==> config.mk <==
export PLATFORM = sky130hd
export DESIGN_NAME = convseq_sched
export DESIGN_NICKNAME = d
export VERILOG_FILES = /design/src/rtl/convseq_pkg.sv /design/src/rtl/convseq_sched.sv
export SDC_FILE = /design/constraint.sdc
export NUM_CORES = 1
export LEC_CHECK = 0
export BUFFER_PORTS_ARGS = -buffer_cell sky130_fd_sc_hd__buf_2
export CAP_MARGIN = 30
export CORE_MARGIN = 5
export CORE_UTILIZATION = 52
export DETAILED_ROUTE_END_ITERATION = 8
export PLACE_DENSITY = 0.69
export SLEW_MARGIN = 20
export SYNTH_ARGS = -nofsm -noshare
export SYNTH_HDL_FRONTEND = slang
export SYNTH_SLANG_ARGS = --single-unit
==> constraint.sdc <==
create_clock -name clk -period 3.55 [get_ports clk]
set_input_delay 0.355 -clock clk [delete_from_list [all_inputs] [get_ports clk]]
set_output_delay 0.355 -clock clk [all_outputs]
set_load 0.02 [all_outputs]
==> src/rtl/convseq_pkg.sv <==
package convseq_pkg;
  // fixed conversion schedule, in conversion-clock edges
  localparam int FIRST_LAT = 16;
  localparam int CH_STEP   = 3;

  // edges from the start edge to the end of a burst of n channels
  function automatic int burst_span(input int n);
    return FIRST_LAT + CH_STEP * (n - 1) + 2;
  endfunction
endpackage

==> src/rtl/convseq_sched.sv <==
module convseq_sched
  import convseq_pkg::*;
#(
  parameter int NCH_MAX = 8,
  parameter int AW      = 3,
  parameter int NW      = 4
) (
  input  logic          clk,
  input  logic          rst,
  input  logic          start,
  input  logic          rd_req,
  input  logic [NW-1:0] nch_cfg,
  output logic          busy,
  output logic          eoc_n,
  output logic          eolc_n,
  output logic [AW-1:0] ch_avail
);
  localparam int CW = $clog2(FIRST_LAT + CH_STEP * NCH_MAX + 4);
  localparam logic [CW-1:0] T0   = CW'(FIRST_LAT - 1);
  localparam logic [CW-1:0] STEP = CW'(CH_STEP);

  logic          start_q;
  logic [CW-1:0] cnt;
  logic [CW-1:0] tgt;
  logic [NW-1:0] idx;
  logic [NW-1:0] n_act;
  logic          at_tgt;
  logic          pre_tgt;

  assign at_tgt  = (cnt == tgt) && (idx < n_act);
  assign pre_tgt = (cnt == tgt - CW'(1));

  always_ff @(posedge clk) begin
    if (rst) begin
      start_q  <= 1'b0;
      busy     <= 1'b0;
      cnt      <= '0;
      tgt      <= T0;
      idx      <= '0;
      n_act    <= NW'(1);
      eoc_n    <= 1'b1;
      eolc_n   <= 1'b1;
      ch_avail <= '0;
    end else begin
      start_q <= start;
      if (!busy) begin
        if (start && !start_q) begin
          busy  <= 1'b1;
          cnt   <= '0;
          tgt   <= T0;
          idx   <= '0;
          n_act <= nch_cfg;
        end
      end else begin
        cnt <= cnt + CW'(1);
        if (at_tgt) begin
          eoc_n    <= 1'b0;
          eolc_n   <= (idx != n_act - NW'(1));
          ch_avail <= idx[AW-1:0];
          idx      <= idx + NW'(1);
          tgt      <= tgt + STEP;
        end else begin
          if (pre_tgt || (rd_req && !eoc_n)) begin
            eoc_n  <= 1'b1;
            eolc_n <= 1'b1;
          end
          if (pre_tgt && (idx == n_act))
            busy <= 1'b0;
        end
      end
    end
  end
endmodule

; Yosys cells after proc, flatten, opt, wreduce, memory -nomap -nowiden
; Index checks and enable logic that the tools add are counted.
[op_classes]
addsub = 5
magnitude_cmp = 1
n_eq_ne = 5
mux = 15
bitwise_logic = 1
reduce_logical = 13
[op_table]
columns = op, count
row1 = 6-bit two-way mux, 5
row2 = 6-bit equality test, 2
row3 = 4-bit two-way mux, 3
row4 = 2-bit AND reduction, 4
row5 = 1-bit two-way mux, 7
row6 = "6-bit by 1-bit adder with 6-bit output, second input constant", 1
row7 = "6-bit by 2-bit adder with 6-bit output, second input constant", 1
row8 = "6-bit by 1-bit subtractor with 6-bit output, second input constant", 1
row9 = "4-bit by 1-bit adder with 4-bit output, second input constant", 1
row10 = 4-bit equality test, 1
row11 = 1-bit logical AND, 4
row12 = 4-bit < comparator, 1
row13 = 4-bit != test, 1
row14 = 2-bit nonzero test, 2
row15 = "4-bit by 1-bit subtractor with 4-bit output, second input constant", 1
row16 = 1-bit logical NOT, 2
row17 = "2-bit by 1-bit != test with 1-bit output, second input constant", 1
row18 = 1-bit logical OR, 1
row19 = 1-bit inverter, 1
[word_totals]
reg_bits = 27
in_bits = 8
out_inout_bits = 6
elab_cells = 49

; Longest topological paths before layout
[depth]
word_depth = 6
depth_mapped = 8
depth_no_buf = 7

; Worst setup path after synthesis
; No wires, ideal clock.
[synth_path]
kind = reg-to-reg
start = register idx[1]
end = register tgt[3]
setup_ps = 127
t_arrival_ps = 1740
required_time_ps = 3423
path_slack_ps = 1683
stages_incl_launch_ff = 7
path_buffers = 0
period_less_slack_ps = 1867
path_cell_list = dfxtp_1 -> ha_1 -> nor2b_1 -> o21bai_1 -> nand4_4 -> o31a_1 -> or3_1
[synth_via]
elab_chain_len = 4
[synth_rtl]
columns = element, line_no
row1 = from (decl), convseq_sched.sv:25  ; logic [NW-1:0] idx;
row2 = from (signal assigned), convseq_sched.sv:60  ; idx <= idx + NW'(1);
row3 = 4-bit < comparator, convseq_sched.sv:30  ; assign at_tgt = (cnt == tgt) && (idx < n_act);
row4 = 1-bit logical AND, convseq_sched.sv:30
row5 = 2-bit by 1-bit != test with 1-bit output (no line), -
row6 = 2-bit AND reduction (no line), -
row7 = to (signal assigned), convseq_sched.sv:61  ; tgt <= tgt + STEP;
row8 = to (decl), convseq_sched.sv:24  ; logic [CW-1:0] tgt;
; Every way passes these cells.
; A chain may end at the register's enable or synchronous reset.

; Worst setup path in the final report
; Same ends and word-level chain as after synthesis.

==> key figures <==
Outcome
  – Outcome: finished clean

Floorplan
  – Io pins: 14
  – Row count: 20
  – Initial Utilization: a little over half
  – CORE AREA: a little under 0.003 mm^2
  – Die area: 0.00424 mm^2
  – Die X: approximately 65 um
  – Die span in y: 65.2 um

Placed design
  – IO Port Bufs: 13
  – Hpwl dp: around 2300 um
  – Placed cells: about 220
  – RePlAce Congestion: just under 0.8

Clock tree
  – Htree depth: 1
  – Clock Path Buffers: 2
  – Post-cts sizing count: 0
  – Clock Sink Count: 27
  – TritonCTS Buffers: 3
  – Clk pin slew, worst setup/hold paths: 140 ps
  – Root buffer cell: clkbuf_4
  – CTS Hold Bufs: 0
  – CTS tree: built
  – Clk_lat worst skew: between 300 and 400 ps
  – Post-CTS repair timing setup buffer count: 0

Cells and area
  – Antenna cells: 0
  – Final cell utilization of the core: a little under three fifths
  – Fin cells: 221
  – Area growth, synth to finish: 4.43%
  – Nets: 205
  – Layout cells sized above 1: between 10% and 20%

Drt
  – Vias per Instance: 5.62
  – Final ANT Viol Nets: 0
  – Via Count: between 1000 and 1500
  – Final wirelength: a little over 3000 um
  – Initial DRC count: 38
  – Drc violations: 0
  – Drt pass-1 iters: 4
  – WL/cell: 13.8 um

Critical path
  – CP endpoint kind: flip-flop
  – Cell breakdown of the critical path: ha_1 > nor2b_1 > o21bai_1 > nand4_4 > o31a_1 > or3_1
  – Worst path slowest cell: dfxtp_1
  – Delay-heaviest family, CP: simple AND/OR/NAND/NOR gates
  – R2R cell count: 6
  – Worst EP required: around 3800 ps
  – RR Endpoint: tgt[3]$_SDFFE_PP1P_
  – Worst R2R Start: idx[1]$_SDFFE_PP0P_
  – Crit. Startpoint: idx[1]$_SDFFE_PP0P_
  – Worst Path Arrival: 2390 ps
  – Largest stage delay, worst path: about 460 ps
  – Crit path max fanout: 16
  – CP startpoint kind: flip-flop
  – Critical path class: reg2reg
  – Flop-to-flop setup slack: ~1400 ps
  – Worst Path Buf+Inv: 0

Synthesis
  – Ys Warns: 0
  – Synthesized Nets: about 200
  – Post-synth EDFFs: 0
  – Synth Cell Area: approximately 0.0016 mm^2
  – Ranking of synthesized cells by area: dfxtp_1, xnor2_1, ha_1
  – Yosys top cell by area: dfxtp_1
  – Register bit total from synthesis: 27
  – Synth Instances: 181
  – Syn avg cell area: between 8 and 9 um^2
  – Synth Flop Type: dfxtp_1
  – Synth async-reset ratio: 0%
  – Post-synthesis sequential area ratio: between 30% and 40%
  – Distinct cells, synth: between 40 and 50
  – Area share of the largest cell type after synthesis: about a third

Timing
  – Final Slew Violations: 0
  – Worst Max-Slew Pin Slew: 676 ps
  – Worst Clk Skew: roughly 6.9 ps
  – Period utilization: 61.2%
  – F_max: between 400 and 500 MHz
  – Minimum clock period: ~2200 ps
  – Fin Setup TNS: 0 ps
  – Relative slew margins: a little over half
  – Final setup vio count: 0
  – Final hold vios: 0
  – RSZ-0062 raised after global routing: no

Power and ir drop
  – Worst vdd ir: approximately 220 uV
  – PwrDens: ~300 mW/mm^2
  – Leak Pwr: roughly 0.66 nW

GRT
  – Global-route wire length before repair: between 5000 and 6000 um
  – Vias in the first global route: approximately 1200
  – GR Util All Layers: roughly 16%
  – Initial antenna violation count: 0
  – Gr ovfl total: 0
  – Largest net degree at the start of global routing: 23

Worst hold path
  – Hold Startpoint: nch_cfg[0]
  – Hold worst-path end: n_act[0]$_SDFFE_PP1P_
  – Worst hold-check path type: in2reg
  – Hold path depth: 2

Run
  – Max-cap violations: 0
## final cells by class
class                      instances  area [um^2]
tap                               33         41.3
clock buffer                       4         26.3
inverter                          10         37.5
timing repair buffer              14         72.6
sequential                        27          541
fill                             286         1330
multi-input combinational        133          933
## state kept, by name (all words and copies together) (netlist names)
name / count
eolc_n: 1
ch_avail: 3
busy: 1
idx: 4
tgt: 6
n_act: 4
start_q: 1
eoc_n: 1
cnt: 6
## worst register-to-register path, delay by kind of cell (launching register included)
| family | cells | cell delay [ps] |
|---|---|---|
| AOI/OAI and AO/OA | 2 | 630 |
| DFF | 1 | 460 |
| adders and majority gates | 1 | 270 |
| and+or+nand+nor | 3 | 710 |
## routing by layer
metal  GRT usage (%)  vias up  part of all wire (%)
li1                -      642                     -
met1            20.5      579                    48
met2            28.0       16                    48
met3            2.91        5                   3.0
met4            6.22        0                   1.3
met5               0        -                     0
## cells in the mapped netlist (3+ instances only)
master,number
inv_1,10
or3_1,6
nor3_1,5
clkbuf_1,5
nor2_1,25
ha_1,8
nand2_1,7
mux2i_1,7
buf_6,3
dfxtp_1,27
nor2b_1,6
o21bai_1,3
xnor2_1,13
a21oi_1,12
o21ai_1,5
## kinds of logic after synthesis
family	Yosys count	synth area share, %
compound gates	31	13.1
xor+xnor	17	10.4
fa+ha+maj	8	6.33
buf+inv	21	6.80
flops	27	34.2
mux	7	4.43
simple gates	70	24.8
## where the power goes
group	leakage [nW]	internal (mW)	total (mW)	switching (mW)
logic	0.430	0.0246	0.0540	0.0294
registers	0.219	0.309	0.317	0.00791
clock network	0.0150	0.0440	0.130	0.0858
## placed cells by master, fill, tap and decap left out, drive strengths merged, types with 2 or more instances in the layout
master,netlist,layout
nand3b,2,2
nand4,3,3
nor4,2,2
nor2b,6,6
o21ai,5,5
or3,6,6
o21bai,3,3
and4,2,2
xor2,2,2
inv,10,10
buf,6,14
nand2,7,7
and3,3,3
nand3,2,2
or2,3,3
a2111oi,2,2
ha,8,8
nor3b,2,2
a21oi,12,12
nor3,5,5
dfxtp,27,27
nor2,25,25
clkbuf,5,4
mux2i,7,7
xnor2,15,15
## per-stage QoR
step | instance area (um^2) | power (mW) | setup WS (ps) | hold slack, ps
after detailed placement | 1630 | 0.378 | 1390 | 475
after global placement | 1630 | 0.376 | 1450 | 470
after floorplan | 1580 | 0.363 | 1680 | 456
final | 1650 | 0.500 | 1380 | 228
after global routing | 1650 | 0.532 | 1150 | 206
after CTS | 1650 | 0.508 | 1360 | 223
## how the worst max path moves through the flow
stage / endpoint / depth (start not counted)
detailed placement: tgt[3]$_SDFFE_PP1P_ / 6
finish: tgt[3]$_SDFFE_PP1P_ / 6
global placement: tgt[3]$_SDFFE_PP1P_ / 6
global route: tgt[3]$_SDFFE_PP1P_ / 6
floorplan: tgt[3]$_SDFFE_PP1P_ / 6
CTS: tgt[3]$_SDFFE_PP1P_ / 6
No activity file was read; power rests on OpenSTA's default activity.
